File: src/rtl/tw_pkg.sv
package tw_pkg;
  localparam int FRAME_W = 21;
  localparam int DATA_W  = 16;
  localparam int ADDR_W  = 6;
  localparam int SUB_W   = 3;

  typedef enum logic [2:0] {
    ST_WAIT, ST_CMD, ST_WDATA, ST_RDATA, ST_EXIT, ST_LOCK
  } link_state_e;

  typedef enum logic [2:0] {
    OP_RD1, OP_RDC, OP_RDB, OP_WR1, OP_WRC, OP_WRB
  } link_op_e;

  localparam logic [5:0] CODE_EXIT = 6'h00;
  localparam logic [5:0] CODE_RD1  = 6'h01;
  localparam logic [5:0] CODE_RDC  = 6'h02;
  localparam logic [5:0] CODE_RDB  = 6'h03;
  localparam logic [5:0] CODE_WR1  = 6'h09;
  localparam logic [5:0] CODE_WRC  = 6'h0A;
  localparam logic [5:0] CODE_WRB  = 6'h0B;

  // Markers at both ends, zero XOR over even and over odd positions.
  function automatic logic frame_good(input logic [FRAME_W-1:0] f);
    logic ev, od;
    ev = 1'b0;
    od = 1'b0;
    for (int i = 0; i < FRAME_W; i++) begin
      if (i % 2 == 0) ev ^= f[i];
      else            od ^= f[i];
    end
    return f[0] & f[FRAME_W-1] & ~ev & ~od;
  endfunction
endpackage

File: src/rtl/tw_sync.sv
module tw_sync #(
  parameter int STAGES = 2
) (
  input  logic clk,
  input  logic rst,
  input  logic sclk,
  input  logic sd,
  output logic rise,
  output logic sd_s
);
  logic [STAGES:0]   ck_q;
  logic [STAGES-1:0] d_q;

  always_ff @(posedge clk) begin
    if (rst) begin
      ck_q <= '1;
      d_q  <= '0;
    end else begin
      ck_q <= {ck_q[STAGES-1:0], sclk};
      d_q  <= {d_q[STAGES-2:0], sd};
    end
  end

  assign rise = ck_q[STAGES-1] & ~ck_q[STAGES];
  assign sd_s = d_q[STAGES-1];

  // one bit event per serial clock edge
  p_rise_pulse_r1: assert property (@(posedge clk) disable iff (rst)
    rise |=> !rise);
endmodule

File: src/rtl/tw_rx.sv
module tw_rx
  import tw_pkg::*;
(
  input  logic               clk,
  input  logic               rst,
  input  logic               clr,
  input  logic               rise,
  input  logic               din,
  output logic               busy,
  output logic               done,
  output logic [FRAME_W-1:0] frame
);
  localparam int CW = $clog2(FRAME_W);
  localparam logic [CW-1:0] LAST = CW'(FRAME_W - 1);

  logic [CW-1:0]      cnt_q;
  logic [FRAME_W-1:0] sr_q;
  logic               done_q;

  always_ff @(posedge clk) begin
    if (rst || clr) begin
      cnt_q  <= '0;
      sr_q   <= '0;
      done_q <= 1'b0;
    end else begin
      done_q <= 1'b0;
      if (rise) begin
        sr_q <= {din, sr_q[FRAME_W-1:1]};
        if (cnt_q == LAST) begin
          cnt_q  <= '0;
          done_q <= 1'b1;
        end else begin
          cnt_q <= cnt_q + 1'b1;
        end
      end
    end
  end

  assign busy  = (cnt_q != '0);
  assign done  = done_q;
  assign frame = sr_q;

  // bit counter never passes the frame length
  p_cnt_bound_r1: assert property (@(posedge clk) disable iff (rst)
    cnt_q <= LAST);
  // a frame completes in a single-cycle pulse, counter back at zero
  p_done_wrap_r1: assert property (@(posedge clk) disable iff (rst)
    done_q |-> (cnt_q == '0));
endmodule

File: src/rtl/tw_tx.sv
module tw_tx
  import tw_pkg::*;
(
  input  logic               clk,
  input  logic               rst,
  input  logic               en,
  input  logic               load,
  input  logic [FRAME_W-1:0] word,
  input  logic               rise,
  output logic               sd_out,
  output logic               done
);
  localparam int CW = $clog2(FRAME_W);
  localparam logic [CW-1:0] LAST = CW'(FRAME_W - 1);

  logic [CW-1:0]      cnt_q;
  logic [FRAME_W-1:0] sr_q;
  logic               done_q;

  always_ff @(posedge clk) begin
    if (rst || !en) begin
      cnt_q  <= '0;
      sr_q   <= '1;
      done_q <= 1'b0;
    end else begin
      done_q <= 1'b0;
      if (load) begin
        sr_q  <= word;
        cnt_q <= '0;
      end else if (rise) begin
        sr_q <= {1'b1, sr_q[FRAME_W-1:1]};
        if (cnt_q == LAST) begin
          cnt_q  <= '0;
          done_q <= 1'b1;
        end else begin
          cnt_q <= cnt_q + 1'b1;
        end
      end
    end
  end

  assign sd_out = sr_q[0];
  assign done   = done_q;

  // once all bits have left, the line rests at '1'
  p_tx_drained_r4: assert property (@(posedge clk) disable iff (rst)
    done_q |-> (sr_q == '1));
endmodule

File: src/rtl/tw_window.sv
module tw_window #(
  parameter int TICKS = 19000
) (
  input  logic clk,
  input  logic rst,
  input  logic run,
  input  logic tick,
  output logic expired
);
  localparam int CW = $clog2(TICKS + 1);
  localparam logic [CW-1:0] LIMIT = CW'(TICKS);

  logic [CW-1:0] cnt_q;

  always_ff @(posedge clk) begin
    if (rst) begin
      cnt_q <= '0;
    end else if (run && tick && cnt_q != LIMIT) begin
      cnt_q <= cnt_q + 1'b1;
    end
  end

  assign expired = (cnt_q == LIMIT);

  // the window counter saturates at its limit
  p_cnt_cap_r11: assert property (@(posedge clk) disable iff (rst)
    expired |=> expired);
endmodule

File: src/rtl/tw_reg_link.sv
module tw_reg_link
  import tw_pkg::*;
#(
  parameter int WIN_TICKS   = 19000,
  parameter int SYNC_STAGES = 2
) (
  input  logic              clk,
  input  logic              rst,
  input  logic              tick,
  input  logic              sclk,
  input  logic              sd_in,
  output logic              sd_out,
  output logic              sd_oe,
  output logic              intf_mode,
  output logic              locked,
  output logic [ADDR_W-1:0] reg_addr,
  output logic [DATA_W-1:0] reg_wdata,
  output logic              reg_we,
  input  logic [DATA_W-1:0] reg_rdata
);
  localparam logic [SUB_W-1:0] SUB_END = '1;

  link_state_e        state_q;
  link_op_e           op_q;
  logic [ADDR_W-1:0]  addr_q;
  logic [DATA_W-1:0]  wdata_q;
  logic               we_q;
  logic               load_q;
  logic               oe_q;

  logic               bit_rise, bit_val;
  logic               rx_active, rx_busy, rx_done;
  logic [FRAME_W-1:0] rx_frame;
  logic               tx_en, tx_done;
  logic [FRAME_W-1:0] tx_word;
  logic               win_run, win_expired;

  logic               frm_ok, shape_ok, code_known;
  link_state_e        dec_state;
  link_op_e           dec_op;

  tw_sync #(.STAGES(SYNC_STAGES)) u_sync (
    .clk(clk), .rst(rst), .sclk(sclk), .sd(sd_in),
    .rise(bit_rise), .sd_s(bit_val)
  );

  assign rx_active = (state_q == ST_WAIT) || (state_q == ST_CMD) || (state_q == ST_WDATA);

  tw_rx u_rx (
    .clk(clk), .rst(rst), .clr(!rx_active), .rise(bit_rise), .din(bit_val),
    .busy(rx_busy), .done(rx_done), .frame(rx_frame)
  );

  assign tx_en   = (state_q == ST_RDATA);
  assign tx_word = {1'b1, addr_q[SUB_W-1:0], reg_rdata, 1'b1};

  tw_tx u_tx (
    .clk(clk), .rst(rst), .en(tx_en), .load(load_q), .word(tx_word),
    .rise(bit_rise), .sd_out(sd_out), .done(tx_done)
  );

  assign win_run = (state_q == ST_WAIT);

  tw_window #(.TICKS(WIN_TICKS)) u_win (
    .clk(clk), .rst(rst), .run(win_run), .tick(tick), .expired(win_expired)
  );

  // Command decode of the frame just received.
  always_comb begin
    frm_ok     = frame_good(rx_frame);
    shape_ok   = rx_frame[19] & ~rx_frame[7] & rx_frame[8] & (rx_frame[16:15] == 2'b00);
    code_known = 1'b1;
    dec_state  = ST_CMD;
    dec_op     = OP_RD1;
    case (rx_frame[6:1])
      CODE_EXIT: dec_state = ST_EXIT;
      CODE_RD1:  begin dec_state = ST_RDATA; dec_op = OP_RD1; end
      CODE_RDC:  begin dec_state = ST_RDATA; dec_op = OP_RDC; end
      CODE_RDB:  begin dec_state = ST_RDATA; dec_op = OP_RDB; end
      CODE_WR1:  begin dec_state = ST_WDATA; dec_op = OP_WR1; end
      CODE_WRC:  begin dec_state = ST_WDATA; dec_op = OP_WRC; end
      CODE_WRB:  begin dec_state = ST_WDATA; dec_op = OP_WRB; end
      default:   code_known = 1'b0;
    endcase
  end

  always_ff @(posedge clk) begin
    if (rst) begin
      state_q <= ST_WAIT;
      op_q    <= OP_RD1;
      addr_q  <= '0;
      wdata_q <= '0;
      we_q    <= 1'b0;
      load_q  <= 1'b0;
      oe_q    <= 1'b1;
    end else begin
      we_q   <= 1'b0;
      load_q <= 1'b0;
      oe_q   <= !(((state_q == ST_CMD) || (state_q == ST_WDATA)) && rx_busy);
      if (state_q == ST_WAIT && win_expired) begin
        state_q <= ST_LOCK;
      end else if (rx_done && rx_active) begin
        if (!frm_ok) begin
          state_q <= ST_LOCK;
        end else if (!rx_frame[19]) begin
          if (state_q == ST_WDATA) begin
            we_q    <= 1'b1;
            wdata_q <= rx_frame[16:1];
            if (op_q == OP_WR1) state_q <= ST_CMD;
          end else begin
            state_q <= ST_LOCK;
          end
        end else if (state_q == ST_WDATA && op_q == OP_WR1) begin
          state_q <= ST_LOCK;
        end else if (!shape_ok || !code_known) begin
          state_q <= ST_LOCK;
        end else begin
          state_q <= dec_state;
          op_q    <= dec_op;
          addr_q  <= rx_frame[14:9];
          load_q  <= (dec_state == ST_RDATA);
        end
      end else if (tx_done && state_q == ST_RDATA) begin
        case (op_q)
          OP_RDC: load_q <= 1'b1;
          OP_RDB: begin
            if (addr_q[SUB_W-1:0] == SUB_END) begin
              state_q <= ST_CMD;
            end else begin
              addr_q <= addr_q + 1'b1;
              load_q <= 1'b1;
            end
          end
          default: state_q <= ST_CMD;
        endcase
      end else if (we_q && state_q == ST_WDATA && op_q == OP_WRB) begin
        if (addr_q[SUB_W-1:0] == SUB_END) state_q <= ST_CMD;
        else                              addr_q  <= addr_q + 1'b1;
      end
    end
  end

  assign sd_oe     = oe_q;
  assign intf_mode = (state_q == ST_CMD) || (state_q == ST_WDATA) || (state_q == ST_RDATA);
  assign locked    = (state_q == ST_LOCK);
  assign reg_addr  = addr_q;
  assign reg_wdata = wdata_q;
  assign reg_we    = we_q;

  // a lock is permanent until reset
  p_lock_hold_r2: assert property (@(posedge clk) disable iff (rst)
    (state_q == ST_LOCK) |=> (state_q == ST_LOCK));
  // after exit no write strobe ever appears
  p_exit_quiet_r10: assert property (@(posedge clk) disable iff (rst)
    (state_q == ST_EXIT) |=> ((state_q == ST_EXIT) && !we_q));
  // the write strobe lasts one cycle
  p_we_single_r7: assert property (@(posedge clk) disable iff (rst)
    we_q |=> !we_q);
  // driver stays on while waiting for the first command
  p_oe_first_r12: assert property (@(posedge clk) disable iff (rst)
    (state_q == ST_WAIT) |-> oe_q);
  // continuous read keeps its address
  p_rdc_addr_r5: assert property (@(posedge clk) disable iff (rst)
    (state_q == ST_RDATA && op_q == OP_RDC) |=> ($stable(addr_q) && state_q == ST_RDATA));
  // block read ends at the sub-block boundary
  p_blk_end_r6: assert property (@(posedge clk) disable iff (rst)
    (state_q == ST_RDATA && op_q == OP_RDB && tx_done && addr_q[SUB_W-1:0] == SUB_END)
      |=> (state_q == ST_CMD));
  // window expiry before a command locks the port
  p_win_lock_r11: assert property (@(posedge clk) disable iff (rst)
    (state_q == ST_WAIT && win_expired) |=> (state_q == ST_LOCK));
endmodule

File: config.mk
export PLATFORM = sky130hd
export DESIGN_NAME = tw_reg_link
export DESIGN_NICKNAME = d
export VERILOG_FILES = /design/src/rtl/tw_pkg.sv /design/src/rtl/tw_sync.sv /design/src/rtl/tw_rx.sv /design/src/rtl/tw_tx.sv /design/src/rtl/tw_window.sv /design/src/rtl/tw_reg_link.sv
export SDC_FILE = /design/constraint.sdc
export NUM_CORES = 1
export LEC_CHECK = 0
export BUFFER_PORTS_ARGS = -buffer_cell sky130_fd_sc_hd__buf_4
export CORE_ASPECT_RATIO = 2
export CORE_MARGIN = 2
export CORE_UTILIZATION = 50
export CTS_CLUSTER_DIAMETER = 150
export DETAILED_ROUTE_END_ITERATION = 12
export PLACE_DENSITY = 0.66
export SLEW_MARGIN = 5
export SYNTH_ARGS = -nofsm -noshare
export SYNTH_HDL_FRONTEND = slang
export SYNTH_SLANG_ARGS = --single-unit
File: constraint.sdc
create_clock -name clk -period 5.3 [get_ports clk]
set_input_delay 1.06 -clock clk [delete_from_list [all_inputs] [get_ports clk]]
set_output_delay 1.06 -clock clk [all_outputs]
set_load 0.05 [all_outputs]
==> metrics.txt <==
Slew Viols, Final 0; Initial Utilization 50.6%; Mapped Nets 615; CTS tree built; Routed Antenna Nets 0; crit path time final ~2.8 ns; CP Buf/Inv Count 0; Final Cycle Share 52.4%; r2r startpoint state_q[1]; Clock Latency Late Sink 0.34 ns; gpl congestion 0.842; initial antenna violation count 0; Sw Pwr around 0.33 mW; Commonest cells post-synth nor2_1, dfxtp_1, nand2_1; async set or reset register ratio after synthesis 0%; H-Tree Depth 3; largest net degree at the start of global routing slightly above 50; clock sink total between 100 and 150; RSZ-0062 raised after global routing false; root buf cell clkbuf_16; core area 0.00964 mm^2; Syn Inst Count slightly below 600; Final Power 1.47 mW; Hold/Removal Path Class flip-flop to flip-flop; Row Count 51; WL final 10.9 mm; Final Hold Fails 0; max_cap viols 0; biggest area consumer among synthesized cells dfxtp_1; Synth Warn # 0; critical path class flip-flop to flip-flop; number of synthesized flops with an enable pin 0; Main synth FF type dfxtp_1; CP peak stage delay 0.53 ns; Avg Cell Area, Syn 8.32 um^2; layout cells sized above 1 13.4%; Net Sw Frac 22.3%; Setup TNS 0 ns; P_leak 2.01 nW; CTS Buffer Depth 2; Worst Setup EP reg_addr[5]; Pre-antenna DRT Iters 4; Hold Path Depth 1; relative slew slack 20.3%; DP Area 0.00528 mm^2; register area share after synthesis 42.7%; Clock Power Share between 40% and 50%; Via Count 4,041; startpoint types flip-flop; Die W between 70 and 80 um; detail-routed via count per cell 5.37; number of global-route vias before repair 3,929; worst-path maximum fanout 17; Synth cell types 54; post_cts resized 0; Ports 48; setup violators final 0; WL per Instance 14.5 um; clk_skew 0.00503 ns; R2R Setup Slk 2.52 ns; Max IR drop VDD about 0.20 mV; total power per unit cell area 263 mW/mm^2; Yosys top cell area share a little over two fifths; CP arrival 2.99 ns; IO Port Bufs 47; Logic pwr share 2.6%; Synth Register Bits about 100; Diodes inserted 0; status finished clean; grt ovf 0; first-pass GRT wire length 18.5 mm; Critical Path Stages 6; Fmax 360 MHz; Reg clk slew, reported paths 0.07 ns; Critical Path Start state_q[1]; die height 144 um; Layout area overhead 14.3%; Worst setup EP type flip-flop; sequential share of power 53.7%; final instance area 0.00557 mm^2; Mapped Area 0.00488 mm^2; Slew @ Worst Pin approximately 1.2 ns; hold_buf cts 0; internal power 1.14 mW; cell family with the largest share of critical-path delay simple AND/OR/NAND/NOR gates; Critical R2R Capture reg_addr[5]; Tot GR Track Use 22.0%; first-iteration detailed-routing DRC count 180; die area around 0.011 mm^2; required time worst endpoint 5.51 ns; Area contributors post-synth dfxtp_1, nor2_1, mux2i_1, nand2_1, a21oi_1; post-detail-place hpwl 7.77 mm; crit-path cells a21oi_2 > and2_1 > nand3_1 > nor3_1 > and3b_1 > o32ai_1; postcts setup bufs 0; nets@finish 644; Num CTS Buffers 9; Critical Path Slowest Stage Cell and2_1; DRC 0; count leader, synth nor2_1; R2R depth 6
[state kept, by name, indices dropped and copies added, names as in the netlist]
signal	flops
load_q	1
op_q	3
reg_addr	6
reg_wdata	16
reg_we	1
sd_oe	1
state_q	3
u_rx.cnt_q	5
u_rx.done	1
u_rx.frame	21
u_sync.ck_q	3
u_sync.d_q	2
u_tx.cnt_q	5
u_tx.done	1
u_tx.sr_q	20
u_win.cnt_q	15
[layout make-up]
type	instances	area, um^2
Multi-Input combinational cell	438	2620
Fill cell	891	4060
Timing Repair Buffer	50	375
Sequential cell	104	2080
Inverter	12	45.0
Tap cell	132	165
Clock buffer	10	239
Clock inverter	6	51.3
[worst min path at each step]
stage	start	end	slack, ns
2_1_floorplan	u_sync.ck_q[0]	u_sync.ck_q[1]	0.39
3_3_place_gp	u_sync.ck_q[0]	u_sync.ck_q[1]	0.40
3_5_place_dp	u_sync.ck_q[0]	u_sync.ck_q[1]	0.40
4_1_cts	u_sync.ck_q[0]	u_sync.ck_q[1]	0.42
5_1_grt	u_sync.ck_q[0]	u_sync.ck_q[1]	0.44
6_report	u_sync.ck_q[0]	u_sync.ck_q[1]	0.42
[kinds of logic (layout without fill, tap and decap cells)]
logic type      after synthesis  after routing  share of synthesized area [%]
compound gates               70             70                           8.85
xor+xnor                     38             38                           7.57
fa+ha+maj                     8              8                           2.05
buf+inv                      44             78                           3.98
flops                       104            104                           42.7
mux                          37             37                           7.59
simple gates                285            285                           27.3
[per-stage QoR]
stage | util, % | hold WS [ns] | cells | setup WS, ns
finish | 57.8 | 0.417 | 752 | 2.52
global route | 57.8 | 0.437 | 752 | 2.26
CTS | 57.8 | 0.421 | 752 | 2.54
detailed placement | 54.8 | 0.403 | 736 | 2.41
global placement | 54.8 | 0.403 | 736 | 2.51
floorplan | - | 0.389 | 586 | 2.72
[power by group through the flow]
stage | sequential (mW) | combinational (mW) | clock (mW)
detailed placement | 0.805 | 0.0393 | 0
CTS | 0.787 | 0.0394 | 0.652
global route | 0.787 | 0.0424 | 0.691
floorplan | 0.804 | 0.0217 | 0
finish | 0.787 | 0.0384 | 0.640
global placement | 0.805 | 0.0383 | 0
[metal layers]
layer	track usage [%]	vias up	routed length (um)	share of wire (%)
li1	-	2033	-	-
met3	3.16	20	364	3.3
met4	10.4	0	290	2.7
met2	38.5	75	5800	53
met5	0	-	0	0
met1	25.5	1913	4430	41
[layout by cell type, fill, tap and decap left out, types with 4 or more instances in the layout]
| cell | instances |
|---|---|
| nand4_1 | 11 |
| mux2i_1 | 37 |
| nor2b_1 | 7 |
| o21ai_0 | 13 |
| xnor2_1 | 17 |
| nor2_1 | 114 |
| or2_2 | 4 |
| xor2_1 | 18 |
| buf_4 | 50 |
| dfxtp_1 | 104 |
| clkbuf_16 | 9 |
| and3_1 | 4 |
| a21oi_1 | 38 |
| inv_1 | 12 |
| nor3_1 | 14 |
| ha_1 | 8 |
| nand2_1 | 81 |
| a31oi_1 | 4 |
| nand3_1 | 14 |
No activity file was read; power rests on OpenSTA's default activity.
